`src/rtl/strap_mon_pkg.sv`:
```
package strap_mon_pkg;

  localparam int unsigned ADDR_W   = 5;
  localparam int unsigned STRAP_W  = ADDR_W + 1;
  localparam int unsigned STATUS_W = 8;

  // Address value that a floating, pulled-up bus presents
  localparam logic [ADDR_W-1:0] FLOAT_ADDR = '1;

  typedef enum logic [1:0] {
    FETCH_WAIT   = 2'd0,
    FETCH_STROBE = 2'd1,
    FETCH_DONE   = 2'd2
  } fetch_state_e;

  typedef struct packed {
    logic              par_err;
    logic              connected;
    logic              par_bit;
    logic [ADDR_W-1:0] addr;
  } status_t;

  localparam status_t STATUS_RESET = '{par_err: 1'b0, connected: 1'b1,
                                       par_bit: 1'b0, addr: '0};

endpackage

```
`src/rtl/strap_rst_sync.sv`:
```
module strap_rst_sync #(
  parameter int unsigned STAGES = 2
) (
  input  logic clk,
  input  logic rst_n_in,
  output logic rst_n_out
);

  logic [STAGES-1:0] sync_q;
  logic [STAGES-1:0] sync_d;

  generate
    if (STAGES == 1) begin : g_single
      assign sync_d = 1'b1;
    end else begin : g_chain
      assign sync_d = {sync_q[STAGES-2:0], 1'b1};
    end
  endgenerate

  always_ff @(posedge clk or negedge rst_n_in) begin
    if (!rst_n_in) begin
      sync_q <= '0;
    end else begin
      sync_q <= sync_d;
    end
  end

  assign rst_n_out = sync_q[STAGES-1];

endmodule

```
`src/rtl/strap_fetch_seq.sv`:
```
module strap_fetch_seq
  import strap_mon_pkg::*;
#(
  parameter int unsigned STROBE_CYCLES = 4,
  localparam int unsigned CNT_W = (STROBE_CYCLES > 1) ? $clog2(STROBE_CYCLES) : 1
) (
  input  logic clk,
  input  logic rst_n,
  output logic bus_strobe,
  output logic bus_rd_n,
  output logic cap_pulse,
  output logic fetch_done
);

  localparam logic [CNT_W-1:0] LAST_CNT = CNT_W'(STROBE_CYCLES - 1);

  fetch_state_e state_q, state_d;
  logic [CNT_W-1:0] cnt_q, cnt_d;
  logic             cnt_en;
  logic             strobe_q, strobe_d;
  logic             rd_n_q, rd_n_d;
  logic             last_cyc;

  assign last_cyc = (state_q == FETCH_STROBE) && (cnt_q == LAST_CNT);

  // next state
  always_comb begin
    state_d = state_q;
    cnt_d   = cnt_q;
    cnt_en  = 1'b0;
    unique case (state_q)
      FETCH_WAIT: begin
        state_d = FETCH_STROBE;
        cnt_d   = '0;
        cnt_en  = 1'b1;
      end
      FETCH_STROBE: begin
        cnt_en = 1'b1;
        if (last_cyc) begin
          state_d = FETCH_DONE;
          cnt_d   = '0;
        end else begin
          cnt_d = cnt_q + 1'b1;
        end
      end
      FETCH_DONE: begin
        state_d = FETCH_DONE;
      end
      default: begin
        state_d = FETCH_DONE;
      end
    endcase
    strobe_d = (state_d == FETCH_STROBE);
    rd_n_d   = !(state_d == FETCH_STROBE);
  end

  // registers
  always_ff @(posedge clk or negedge rst_n) begin
    if (!rst_n) begin
      state_q  <= FETCH_WAIT;
      cnt_q    <= '0;
      strobe_q <= 1'b0;
      rd_n_q   <= 1'b1;
    end else begin
      state_q  <= state_d;
      strobe_q <= strobe_d;
      rd_n_q   <= rd_n_d;
      if (cnt_en) begin
        cnt_q <= cnt_d;
      end
    end
  end

  assign bus_strobe = strobe_q;
  assign bus_rd_n   = rd_n_q;
  assign cap_pulse  = last_cyc;
  assign fetch_done = (state_q == FETCH_DONE);

endmodule

```
`src/rtl/strap_disc_filter.sv`:
```
module strap_disc_filter
  import strap_mon_pkg::*;
#(
  parameter int unsigned DISC_CYCLES = 200,
  localparam int unsigned CNT_W = $clog2(DISC_CYCLES + 1)
) (
  input  logic              clk,
  input  logic              rst_n,
  input  logic [ADDR_W-1:0] bus_addr,
  output logic [ADDR_W-1:0] samp_addr,
  output logic              connected
);

  localparam logic [CNT_W-1:0] LIMIT = CNT_W'(DISC_CYCLES);

  logic [ADDR_W-1:0] samp_q;
  logic [CNT_W-1:0]  run_q, run_d;
  logic              conn_q, conn_d;
  logic              is_float;
  logic              at_limit;

  assign is_float = (samp_q == FLOAT_ADDR);
  assign at_limit = (run_q == LIMIT);

  // next state: saturating run length of floating samples
  always_comb begin
    if (!is_float) begin
      run_d = '0;
    end else if (at_limit) begin
      run_d = run_q;
    end else begin
      run_d = run_q + 1'b1;
    end
    conn_d = (run_d != LIMIT);
  end

  // registers
  always_ff @(posedge clk or negedge rst_n) begin
    if (!rst_n) begin
      samp_q <= '0;
      run_q  <= '0;
      conn_q <= 1'b1;
    end else begin
      samp_q <= bus_addr;
      run_q  <= run_d;
      conn_q <= conn_d;
    end
  end

  assign samp_addr = samp_q;
  assign connected = conn_q;

endmodule

```
`src/rtl/strap_status_reg.sv`:
```
module strap_status_reg
  import strap_mon_pkg::*;
(
  input  logic               clk,
  input  logic               rst_n,
  input  logic               cap_pulse,
  input  logic [STRAP_W-1:0] bus_word,
  input  logic               connected,
  output status_t            status
);

  logic [ADDR_W-1:0] addr_q, addr_d;
  logic              par_q, par_d;
  logic              err_q, err_d;

  // next state: load once per fetch
  always_comb begin
    addr_d = bus_word[ADDR_W-1:0];
    par_d  = bus_word[ADDR_W];
    err_d  = ~(^bus_word);
  end

  always_ff @(posedge clk or negedge rst_n) begin
    if (!rst_n) begin
      addr_q <= STATUS_RESET.addr;
      par_q  <= STATUS_RESET.par_bit;
      err_q  <= STATUS_RESET.par_err;
    end else if (cap_pulse) begin
      addr_q <= addr_d;
      par_q  <= par_d;
      err_q  <= err_d;
    end
  end

  always_comb begin
    status.par_err   = err_q;
    status.connected = connected;
    status.par_bit   = par_q;
    status.addr      = addr_q;
  end

endmodule

```
`src/rtl/strap_addr_monitor.sv`:
```
module strap_addr_monitor
  import strap_mon_pkg::*;
#(
  parameter int unsigned CLK_PERIOD_PS = 4000,
  parameter int unsigned DISC_NS       = 800,
  parameter int unsigned STROBE_CYCLES = 4,
  parameter int unsigned SYNC_STAGES   = 2
) (
  input  logic       clk,
  input  logic       rst_n,
  input  logic [5:0] bus_din,
  output logic       bus_strobe,
  output logic       bus_rd_n,
  input  logic       rd_en,
  output logic [7:0] rd_data
);

  localparam int unsigned DISC_CYCLES =
    (DISC_NS * 1000 + CLK_PERIOD_PS - 1) / CLK_PERIOD_PS;

  logic              rst_sync_n;
  logic              cap_pulse;
  logic              fetch_done;
  logic              connected;
  logic [ADDR_W-1:0] samp_addr;
  status_t           status_q;

  strap_rst_sync #(.STAGES(SYNC_STAGES)) u_rst (
    .clk       (clk),
    .rst_n_in  (rst_n),
    .rst_n_out (rst_sync_n)
  );

  strap_fetch_seq #(.STROBE_CYCLES(STROBE_CYCLES)) u_fetch (
    .clk        (clk),
    .rst_n      (rst_sync_n),
    .bus_strobe (bus_strobe),
    .bus_rd_n   (bus_rd_n),
    .cap_pulse  (cap_pulse),
    .fetch_done (fetch_done)
  );

  strap_disc_filter #(.DISC_CYCLES(DISC_CYCLES)) u_disc (
    .clk       (clk),
    .rst_n     (rst_sync_n),
    .bus_addr  (bus_din[ADDR_W-1:0]),
    .samp_addr (samp_addr),
    .connected (connected)
  );

  strap_status_reg u_stat (
    .clk       (clk),
    .rst_n     (rst_sync_n),
    .cap_pulse (cap_pulse),
    .bus_word  (bus_din),
    .connected (connected),
    .status    (status_q)
  );

  assign rd_data = rd_en ? status_q : '0;

endmodule

```
`config.mk`:
```
export PLATFORM = sky130hd
export DESIGN_NAME = strap_addr_monitor
export DESIGN_NICKNAME = d
export VERILOG_FILES = /design/src/rtl/strap_mon_pkg.sv /design/src/rtl/strap_rst_sync.sv /design/src/rtl/strap_fetch_seq.sv /design/src/rtl/strap_disc_filter.sv /design/src/rtl/strap_status_reg.sv /design/src/rtl/strap_addr_monitor.sv
export SDC_FILE = /design/constraint.sdc
export NUM_CORES = 1
export LEC_CHECK = 0
export ABC_AREA = 1
export CAP_MARGIN = 0
export CORE_UTILIZATION = 50
export CTS_CLUSTER_DIAMETER = 120
export DETAILED_ROUTE_END_ITERATION = 12
export GPL_TIMING_DRIVEN = 1
export PLACE_DENSITY_LB_ADDON = 0.08
export SLEW_MARGIN = 10
export SYNTH_ARGS = -nofsm -noshare
export SYNTH_HDL_FRONTEND = slang
export SYNTH_SLANG_ARGS = --single-unit
```
`constraint.sdc`:
```
create_clock -name clk -period 1.05 [get_ports clk]
set_clock_uncertainty 0.05 [all_clocks]
set_input_delay 0.315 -clock clk [delete_from_list [all_inputs] [get_ports clk]]
set_output_delay 0.315 -clock clk [all_outputs]
set_load 0.02 [all_outputs]
```
Word-level counts from Yosys, hierarchy flattened --
Cells that the tools add are included.
Storage, ports and cells: register bits 29, bits of input ports 9, output and inout port bits 10, word-level logic and storage cells 35
Cells by class: add/sub/neg operators 2, equal/unequal tests 6, mux-type cells 8, bitwise logic cells 1, reduce and logical (&&, ||, !) cells 7
Operators by type and width (count):
- 2-to-1 mux 8 bit | 3
- adder 8 x 1 -> 8 bit (second input constant) | 1
- equality test 8 bit (second input constant) | 1
- != test 8 bit (second input constant) | 1
- case mux 2 bit (2 select lines) | 2
- XOR reduction 6 bit | 1
- equality test 5 bit (second input constant) | 1
- equality test 2 x 1 -> 1 bit (second input constant) | 2
- 2-to-1 mux 2 bit | 2
- adder 2 x 1 -> 2 bit (second input constant) | 1
- equality test 2 bit (second input constant) | 1
- logical NOT 2 bit | 1
- AND reduction 2 bit | 1
- nonzero test 2 bit | 1
- OR reduction 2 bit | 1
- logical AND 1 bit | 1
- logical NOT 1 bit | 1
- 2-to-1 mux 1 bit | 1
- inverter 1 bit | 1

Logic depth before layout (Yosys ltp) --
depth after elaboration 6, depth in mapped cells 10, mapped depth without buffers 10

Modules after synthesis --
Synthesis repeated with hierarchy kept, for this count alone.
Unflattened totals: cell total of the unflattened synthesis 180, area total of the unflattened synthesis 1408.9 µm²
Modules (own cells, without submodules):
- strap_disc_filter | times used 1, cells each 84, area an instance 675.6 µm², seq. area each 351.6 µm²
- strap_status_reg | times used 1, cells each 52, area an instance 376.6 µm², seq. area each 175.2 µm²
- strap_fetch_seq | times used 1, cells each 24, area an instance 237.7 µm², seq. area each 151.4 µm²
- strap_addr_monitor | times used 1, cells each 17, area an instance 65.1 µm², seq. area each 0.0 µm²
- strap_rst_sync | times used 1, cells each 3, area an instance 53.8 µm², seq. area each 50.0 µm²

Least setup slack after synthesis --
OpenSTA, ideal clock, no wires.
kind register to register, start point register u_disc.run_q[0], end point register u_disc.conn_q, in the netlist u_disc.connected, library setup time 0.083 ns, arrival time 1.189 ns, data required time 0.917 ns, setup slack -0.272 ns, stages on the path, launching flop included 10, buffers on the path 0, clock period less this slack 1.322 ns, cell sequence dfrtp_1 > inv_1 > ha_1 > nand2_1 > nor2_1 > nand3_1 > nand3_1 > nand2_1 > nor2_1 > nand3_1
Between the ends: cells in the longest elaborated chain, start to end 4, elaborated cells between the ends (all ways) 5, classes of those cells add/sub: 1; eq/ne: 2; mux: 2
RTL lines:
- from (decl) | line strap_disc_filter.sv:17 | logic [CNT_W-1:0] run_q, run_d;
- from (signal assigned) | line strap_disc_filter.sv:45 | run_q <= run_d;
- adder 8 x 1 -> 8 bit or equality test 8 bit (tied branches) | line strap_disc_filter.sv:32, strap_disc_filter.sv:23
- 2-to-1 mux 8 bit * | line strap_disc_filter.sv:29 | end else if (at_limit) begin
- 2-to-1 mux 8 bit * | line strap_disc_filter.sv:27 | if (!is_float) begin
- != test 8 bit * | line strap_disc_filter.sv:34 | conn_d = (run_d != LIMIT);
- net u_disc.conn_d | line strap_disc_filter.sv:18 | logic conn_q, conn_d;
- to (signal assigned) | line strap_disc_filter.sv:46 | conn_q <= conn_d;
- to (decl) | line strap_disc_filter.sv:18
The timed path passes the listed nets; every way through them passes the cells marked *. A chain may end at the register's enable or synchronous reset.

Final worst setup path --
Same ends and word-level chain as after synthesis.

==> flow_metrics.tcl <==
set metrics [dict create \
    cp_max_fo 3 \
    detail_route.vias_per_cell 5.14 \
    p_clk_frac 0.404 \
    finalSetupViolCount 30 \
    pwr-share-seq 0.489 \
    cts_tree "done" \
    io_pins 19 \
    p_sw_w 0.000552 \
    die_height_microns 53.7 \
    grt_pass1_vias 1200 \
    muxShareOfSynthArea 0 \
    power.internal_w 0.00184 \
    hold_buffers 0 \
    grt-ovfl-total 0 \
    grt_max_degree 28 \
    antenna_found_initial 0 \
    coreArea_sq_mm 0.00250 \
    totalWireLength_microns 3850 \
    synthAdderAreaFrac 0.0281 \
    p_leak_nw 1.12 \
    use_met1 0.282 \
    netSwitchingFraction 0.231 \
    violations "setup timing" \
    cts_buffers 5 \
    fill_cells 123 \
    path_clk_slew_ns 0.10 \
    drt-initial-drc-count 28 \
    p_total_w 0.00240 \
    met3_usage 0.0904 \
    synthArstFlopShare 1.00 \
    layout_commonest_cell "nand2_1" \
    io_buffers 18 \
    mostFrequentLayoutCells "nand2_1, buf_4, dfrtp_1" \
    synth_top_area_frac 0.506 \
    combPwrFrac 0.107 \
    nets 236 \
    crit_arrival_ns 1.72 \
    synth_cell_types 23 \
    gp_congestion 0.735 \
    antenna_cells 0 \
    crit_path_end_kind "flip-flop" \
    drv_cap 0 \
    timing.final.crit_share 1.43 \
    root_buffer "clkbuf_4" \
    cts_buffer_depth 2 \
    clkSinkCount 29 \
    worstPathRequired_ns 1.27 \
    synthSimpleGateAreaFrac 0.276 \
    yosysWarningCount 0 \
    peakVddDrop_uv 1170 \
    synth_top_family_by_area "simple AND/OR/NAND/NOR gates" \
    syn_nets 173 \
    cts_max_level 2 \
    clock_latency_ns 0.33 \
    rows 18 \
    die_area_sq_mm 0.00288 \
    dpl.hpwl_microns 2090 \
    critPathKind "flip-flop to flip-flop" \
    finalWorstPathRequiredPeriod_ns 1.51 \
    syn_area_sq_mm 0.00134 \
    num_vias 1311 \
    synth_compound_area_frac 0.0272 \
    start_kind "flip-flop" \
    die_w_microns 53.7 \
    fin_ws_ns -0.455 \
    hold_path.class "primary input to async pin" \
    ys_seq_area_frac 0.545 \
    layout-drive-gt1-share 0.524 \
    start_util 0.534 \
    remaining_drc_errors 0 \
    synth_xor_area_frac 0.0328 \
    power_density_mw_per_mm2 1090 \
    rsz0062_at_grt "yes" \
    ys_ff_latch 29 \
    area_growth_pct 64.1 \
    wire_per_inst_microns 15.1 \
    met2_usage 0.447 \
    fin_hold_ws_ns 0.0822 \
    track_usage 0.260 \
    synth-edff-count 0 \
    grt_pass1_wl_microns 5070 \
    ys.flop_type "dfrtp_1" \
    run_status "complete, but fails checks" \
    synth_area_leaders "dfrtp_1, nand2_1, inv_1" \
    grt_most_used_layer "met2" \
    hold_viol 0 \
    dr.pass1.iters 4 \
    synthCells 161 \
    max_freq_mhz 664 \
    maxSlewViolCount 0 \
    yosysTopAreaCell "dfrtp_1" \
    syn_avg_cell_area_sq_um 8.29 \
    ant_nets 0 \
]
worst paths after layout:
path,depth (start not counted),end,slack [ns],start
min,1,u_rst.sync_q[0]$_DFF_PN0_,0.08,rst_n
max reg2reg,9,u_disc.connected$_DFF_PN1_,-0.46,u_disc.run_q[0]$_DFF_PN0_
min reg2reg,1,u_disc.run_q[0]$_DFF_PN0_,0.17,u_rst.sync_q[1]$_DFF_PN0_
max in group asynchronous,1,u_fetch.bus_rd_n$_DFF_PN1_,0.54,u_rst.sync_q[1]$_DFF_PN0_
min in group clk,2,u_disc.samp_addr[3]$_DFF_PN0_,0.31,bus_din[3]
max,9,u_disc.connected$_DFF_PN1_,-0.46,u_disc.run_q[0]$_DFF_PN0_
Yosys cell counts, types with 2 or more instances:
cell,instances
nand2_1,54
inv_1,30
dfrtp_1,27
nor2_1,13
nand3_1,10
ha_1,3
o21ai_0,3
xnor2_1,3
dfstp_2,2
nand4_1,2
xor2_1,2
through the flow:
step / instance area (sq um) / std cells / setup slack [ns] / utilization / TNS [ns]
final: 2190 / 255 / -0.455 / 0.876 / -7.25
after global routing: 2190 / 255 / -0.539 / 0.876 / -8.87
after CTS: 2040 / 248 / -0.413 / 0.815 / -6.70
after detailed placement: 1790 / 236 / -1.00 / 0.715 / -12.33
after global placement: 1790 / 236 / -0.985 / 0.715 / -11.46
after floorplan: 1350 / 161 / -0.245 / - / -0.950
logic make-up after synthesis:
kind of cell / after synthesis
flops: 29
compound gates: 6
simple gates: 86
buf+inv: 31
other cells: 1
xor+xnor: 5
fa+ha+maj: 3
routing by layer:
layer	vias up	part of all wire
li1	613	-
met1	633	0.38
met2	49	0.54
met3	16	0.039
met4	0	0.037
met5	-	0
critical path, stage by stage (launching register included):
cell	delay [ns]
dfrtp_2	0.46
inv_2	0.10
ha_4	0.15
nand2_2	0.06
nor2_4	0.13
nand3_1	0.13
nand3_2	0.13
nand2_1	0.07
nor2_2	0.10
nand3_1	0.07
cell type report:
cell class	count	area [sq um]	share of cell area
Clock buffer	7	55.1	0.0251
Timing Repair Buffer	57	538	0.246
Sequential cell	29	733	0.335
Tap cell	30	37.5	0.0171
Clock inverter	1	30.0	0.0137
Inverter	30	118	0.0537
Multi-Input combinational cell	101	679	0.310
flip-flops by register name (all words and copies together) (netlist names), 2 cells and up:
register / cells
u_disc.run_q: 8
u_fetch.state_q: 2
u_disc.samp_addr: 5
u_rst.sync_q: 2
u_stat.addr_q: 5
u_fetch.cnt_q: 2
power groups by stage:
stage / registers, W / logic (W) / clock network (W)
final: 0.00117 / 0.000256 / 0.000968
after global routing: 0.00117 / 0.000279 / 0.00102
after CTS: 0.00117 / 0.000236 / 0.000973
after detailed placement: 0.00119 / 0.000226 / 0
after global placement: 0.00119 / 0.000220 / 0
after floorplan: 0.00120 / 0.0000913 / 0
timing repair:
action                                  4_1_cts  5_1_grt
gates resized for setup                     100       40
buffers inserted                              5        8
endpoints found under the hold margin         0        0
pin swaps                                    18       14
endpoints found under the setup margin       30       32
Power figures use the tool's default switching activity.
